$ cat config.mk
export PLATFORM = sky130hd
export DESIGN_NAME = rom_ack_seq
export DESIGN_NICKNAME = d
export VERILOG_FILES = /design/src/rtl/rom_ack_pkg.sv /design/src/rtl/aack_gate.sv /design/src/rtl/beat_engine.sv /design/src/rtl/rom_ack_seq.sv
export SDC_FILE = /design/constraint.sdc
export NUM_CORES = 1
export LEC_CHECK = 0
export ABC_AREA = 0
export BUFFER_PORTS_ARGS = -buffer_cell sky130_fd_sc_hd__clkbuf_2
export CAP_MARGIN = 0
export CORE_UTILIZATION = 25
export DETAILED_ROUTE_END_ITERATION = 16
export PLACE_DENSITY = 0.47
export SLEW_MARGIN = 0
export SYNTH_ARGS = -nofsm -noshare
export SYNTH_HDL_FRONTEND = slang
export SYNTH_SLANG_ARGS = --single-unit
$ cat constraint.sdc
create_clock -name clk -period 7.8 [get_ports clk]
set_clock_uncertainty 0.05 [all_clocks]
set_input_delay 2.34 -clock clk [delete_from_list [all_inputs] [get_ports clk]]
set_output_delay 2.34 -clock clk [all_outputs]
set_load 0.02 [all_outputs]
$ cat src/rtl/rom_ack_pkg.sv
`timescale 1ns/1ps
package rom_ack_pkg;

  typedef struct packed {
    logic       burst;
    logic [2:0] sz;
    logic       wr;
    logic       wide;
  } acc_t;

  typedef struct packed {
    int unsigned wide_first;
    int unsigned wide_next;
    int unsigned narrow_first;
    int unsigned narrow_next;
    int unsigned byte_rd;
    int unsigned single_wr;
    int unsigned burst_wr;
  } lat_t;

  // An access the ROM port cannot carry: a burst write to the narrow port.
  function automatic logic acc_bad(acc_t a);
    return a.burst && a.wr && !a.wide;
  endfunction

  // Clocks from the acknowledge clock (or from the previous beat) to the first beat.
  function automatic int unsigned lat_first(acc_t a, lat_t l);
    if (a.wr)              return a.burst ? l.burst_wr : l.single_wr;
    if (!a.burst && a.sz == 3'd0) return l.byte_rd;
    return a.wide ? l.wide_first : l.narrow_first;
  endfunction

  // Clocks between later beats of a burst.
  function automatic int unsigned lat_next(acc_t a, lat_t l);
    if (a.wr) return l.burst_wr;
    return a.wide ? l.wide_next : l.narrow_next;
  endfunction

endpackage

$ cat src/rtl/aack_gate.sv
`timescale 1ns/1ps
module aack_gate
  import rom_ack_pkg::*;
(
  input  logic clk,
  input  logic rst,
  input  logic req_in,
  input  acc_t acc_in,
  input  logic bus_dbusy,
  input  logic eng_busy,
  input  logic eng_last,
  output logic aack,
  output logic req_pend,
  output acc_t acc_out
);

  logic held;
  acc_t held_acc;
  logic may_ack;

  always_comb begin
    req_pend = held | req_in;
    acc_out  = held ? held_acc : acc_in;
    // Own tenure: acknowledge rides on its final beat; foreign: wait for bus idle.
    may_ack  = eng_busy ? eng_last : !bus_dbusy;
    aack     = req_pend & may_ack;
  end

  always_ff @(posedge clk) begin
    if (rst) begin
      held     <= 1'b0;
      held_acc <= '0;
    end else if (aack) begin
      held     <= 1'b0;
    end else if (req_in && !held) begin
      held     <= 1'b1;
      held_acc <= acc_in;
    end
  end

endmodule

$ cat src/rtl/beat_engine.sv
`timescale 1ns/1ps
module beat_engine
  import rom_ack_pkg::*;
#(
  parameter int   CNT_W = 7,
  parameter int   BEATS = 4,
  parameter lat_t LAT   = '{13, 7, 34, 28, 13, 21, 13}
)(
  input  logic clk,
  input  logic rst,
  input  logic load,
  input  acc_t acc,
  output logic ta,
  output logic tea,
  output logic busy,
  output logic last
);

  localparam int LEFT_W = (BEATS > 2) ? $clog2(BEATS) : 1;

  logic [CNT_W-1:0]  cnt;
  logic [LEFT_W-1:0] left;
  logic              err;
  acc_t              acc_q;
  logic              fire;

  always_comb begin
    fire = busy && (cnt == '0);
    ta   = fire && !err;
    tea  = fire && err;
    last = fire && (err || left == '0);
  end

  always_ff @(posedge clk) begin
    if (rst) begin
      busy  <= 1'b0;
      cnt   <= '0;
      left  <= '0;
      err   <= 1'b0;
      acc_q <= '0;
    end else if (load) begin
      busy  <= 1'b1;
      acc_q <= acc;
      err   <= acc_bad(acc);
      cnt   <= acc_bad(acc) ? '0 : CNT_W'(lat_first(acc, LAT) - 1);
      left  <= acc.burst ? LEFT_W'(BEATS - 1) : '0;
    end else if (fire) begin
      if (last) begin
        busy <= 1'b0;
      end else begin
        left <= left - 1'b1;
        cnt  <= CNT_W'(lat_next(acc_q, LAT) - 1);
      end
    end else if (busy) begin
      cnt <= cnt - 1'b1;
    end
  end

endmodule

$ cat src/rtl/rom_ack_seq.sv
`timescale 1ns/1ps
module rom_ack_seq
  import rom_ack_pkg::*;
#(
  parameter int CNT_W        = 7,
  parameter int BEATS        = 4,
  parameter int WIDE_FIRST   = 13,
  parameter int WIDE_NEXT    = 7,
  parameter int NARROW_FIRST = 34,
  parameter int NARROW_NEXT  = 28,
  parameter int BYTE_RD      = 13,
  parameter int SINGLE_WR    = 21,
  parameter int BURST_WR     = 13
)(
  input  logic       clk,
  input  logic       rst,
  input  logic       xfer_start,
  input  logic       addr_hit,
  input  logic       burst,
  input  logic [2:0] xfer_size,
  input  logic       write,
  input  logic       rom_wide,
  input  logic       bus_dbusy,
  output logic       aack_n,
  output logic       ta_n,
  output logic       tea_n
);

  localparam lat_t LAT = '{WIDE_FIRST, WIDE_NEXT, NARROW_FIRST, NARROW_NEXT,
                           BYTE_RD, SINGLE_WR, BURST_WR};

  acc_t acc_in, acc_go;
  logic claim, aack, req_v;
  logic eng_busy, eng_last, ta, tea;

  assign claim  = xfer_start & addr_hit;
  assign acc_in = '{burst: burst, sz: xfer_size, wr: write, wide: rom_wide};

  aack_gate u_gate (
    .clk      (clk),
    .rst      (rst),
    .req_in   (claim),
    .acc_in   (acc_in),
    .bus_dbusy(bus_dbusy),
    .eng_busy (eng_busy),
    .eng_last (eng_last),
    .aack     (aack),
    .req_pend (req_v),
    .acc_out  (acc_go)
  );

  beat_engine #(.CNT_W(CNT_W), .BEATS(BEATS), .LAT(LAT)) u_eng (
    .clk (clk),
    .rst (rst),
    .load(aack),
    .acc (acc_go),
    .ta  (ta),
    .tea (tea),
    .busy(eng_busy),
    .last(eng_last)
  );

  assign aack_n = ~aack;
  assign ta_n   = ~ta;
  assign tea_n  = ~tea;

endmodule

==> results.sh <==
export IMPL_status="finished clean"
export IMPL_row_count=24
export IMPL_die_x_um=70.1
export IMPL_ys_seq_area_frac=0.346
export IMPL_grt_pass1_vias=1027
export IMPL_dp_hpwl_um=2180
export IMPL_maxCapViolations=0
export IMPL_cts_tree="done"
export IMPL_final_nets=162
export IMPL_arrival_ps=3160
export IMPL_initialDrtViolationCount=33
export IMPL_clk_pin_slew_ps=80
export IMPL_track_usage=0.127
export IMPL_syn_area_um2=1160
export IMPL_ios=14
export IMPL_post_cts_buffers=0
export IMPL_cts_buffer_depth=2
export IMPL_grt_setup_unrepaired="false"
export IMPL_tns_ps=0
export IMPL_vias=1072
export IMPL_antenna_found_initial=0
export IMPL_cts_sinks=20
export IMPL_die_h_um=70.1
export IMPL_cp_data_required_time_ps=5410
export IMPL_antenna_left=0
export IMPL_cts_resized=0
export IMPL_endpoint_kind="primary output"
export IMPL_cts_max_level=1
export IMPL_postCtsHoldBufs=0
export IMPL_drc=0
export IMPL_drt_total_wl_um=2920
export IMPL_syn_inst=138
export IMPL_place_gp_congestion=0.797
export IMPL_power_leakage_uw=0.000466
export IMPL_dp_slack_ps=2260
export IMPL_setup_viol=0
export IMPL_grt_max_degree=22
export IMPL_period_minus_slack_ps=5550
export IMPL_ys_types=44
export IMPL_coreArea_um2=4410
export IMPL_slew_viol_final=0
export IMPL_worst_pin_slew_ps=861
export IMPL_cts_root_buf="clkbuf_8"
export IMPL_synthArstFlopShare=0
export IMPL_clk_latency_ps=260
export IMPL_synth_area_leaders="dfxtp_1 35%, nor2_1 7.1%, mux2i_1 6.9%"
export IMPL_avgSynthCellArea_um2=8.40
export IMPL_yosysTopAreaCell="dfxtp_1"
export IMPL_path_max_fanout=12
export IMPL_diodes=0
export IMPL_worstSetupStartpointType="input pin"
export IMPL_ys_flop_type="dfxtp_1"
export IMPL_synth_fp_nets=151
export IMPL_start_util=0.262
export IMPL_max_freq_mhz=180
export IMPL_maxSlewHeadroom=0.421
export IMPL_fin_crit_sh=0.711
export IMPL_globalRouteOverflowTotal=0
export IMPL_cts_buffers_inserted=3
export IMPL_port_buffers=13
export IMPL_die_area_um2=4910
export IMPL_crit_type="input pin to primary output"
export IMPL_viasPerCell=5.36
export IMPL_hold_viol=0
export IMPL_grt_pass1_wl_um=4910
export IMPL_wire_per_inst_um=14.6
export IMPL_yosysTopAreaCellShare=0.346
export IMPL_drtPass1Iterations=4
export IMPL_synth_edf_count=0
export IMPL_max_vdd_ir_drop_mv=0.117
export IMPL_area_growth_pct=14.3
export IMPL_p_per_area_nw_per_um2=235
export IMPL_synth_seq_cells=20
export IMPL_yosysWarnings=0
export IMPL_hp_class="flop to flop"
export IMPL_drive_gt1_frac=0.176
export IMPL_fin_ws_ps=2250
-- final cells by class --
cell class                      instances  area, µm²
Fill cell                             479       3090
Multi-Input combinational cell        106        701
Sequential cell                        20        400
Timing Repair Buffer                   13       65.1
Tap cell                               52       65.1
Clock buffer                            3       41.3
Clock inverter                          1       30.0
Inverter                                5       21.3
-- logic make-up (layout without fill, tap and decap cells) --
group | Yosys count | in the layout | synth area share
xor+xnor | 2 | 2 | 0.0151
buf+inv | 12 | 22 | 0.0497
compound gates | 36 | 36 | 0.216
fa+ha+maj | 2 | 2 | 0.0216
mux | 11 | 11 | 0.0983
flops | 20 | 20 | 0.346
simple gates | 55 | 55 | 0.254
-- metal layers --
layer	vias up	part of all wire	GRT usage
li1	534	-	-
met1	503	0.49	0.163
met2	31	0.45	0.207
met3	4	0.046	0.0375
met4	0	0.011	0.0333
met5	-	0	0
-- flip-flops by register name (all words and copies together) (netlist names) --
name / count
u_eng.acc_q: 2
u_eng.busy: 1
u_eng.cnt: 7
u_eng.err: 1
u_eng.left: 2
u_gate.held: 1
u_gate.held_acc: 6
-- critical path: stages --
cell	delay [ps]
clkbuf_2	120
o32ai_2	170
and2_4	290
inv_4	80
clkbuf_2	160
-- cell usage in the layout, fill, tap and decap left out, drive strengths merged, types with 2 or more instances in the layout --
master  instances
mux2            3
o21bai          2
a211oi          6
and2            2
clkbuf         16
nor4b           2
or3             3
dfxtp          20
ha              2
nor3b           2
a31oi           4
o21ai           4
a21oi          11
mux2i           8
nor4            4
nor3            5
nor2           22
nand3           2
inv             5
nand2           7
-- cells in the mapped netlist (2+ instances only) --
cell and number:
mux2_2 3, or3_1 2, nor2_1 22, nor3_1 5, a31oi_1 4, mux2i_1 8
nor4_1 3, nand2_1 7, nor3b_1 2, clkbuf_1 4, o21ai_0 3, a211oi_1 6
nor4b_1 2, buf_2 2, ha_1 2, inv_1 4, a21oi_1 11, dfxtp_1 20
o21bai_1 2, nand3_1 2
-- report_power, final --
group	leakage [µW]	internal [µW]	switching (µW)	total [µW]
Clock	0.0000357	68.5	36.6	105
Combinational	0.000267	35.0	45.8	80.8
Sequential	0.000163	112	13.7	125
-- through the flow --
step                hold WS (ps)  utilization  area, µm²  total power [µW]  std cells
finish                       447        0.300       1320               311        200
global route                 483        0.300       1320               330        200
CTS                          454        0.300       1320               314        200
detailed placement           434        0.284       1250               207        196
global placement             418        0.284       1250               207        196
floorplan                    404            -       1160               189        138
-- path summary, 6_finish.rpt --
path	from	to	slack, ps	depth (start not counted)
setup / recovery	bus_dbusy	aack_n	2250	5
hold / removal	u_gate.held_acc[5]	u_gate.held_acc[5]	450	2
setup reg to reg	u_eng.cnt[2]	u_eng.cnt[4]	4860	8
hold reg to reg	u_gate.held_acc[5]	u_gate.held_acc[5]	450	2
(Power assumes the default switching activity.)
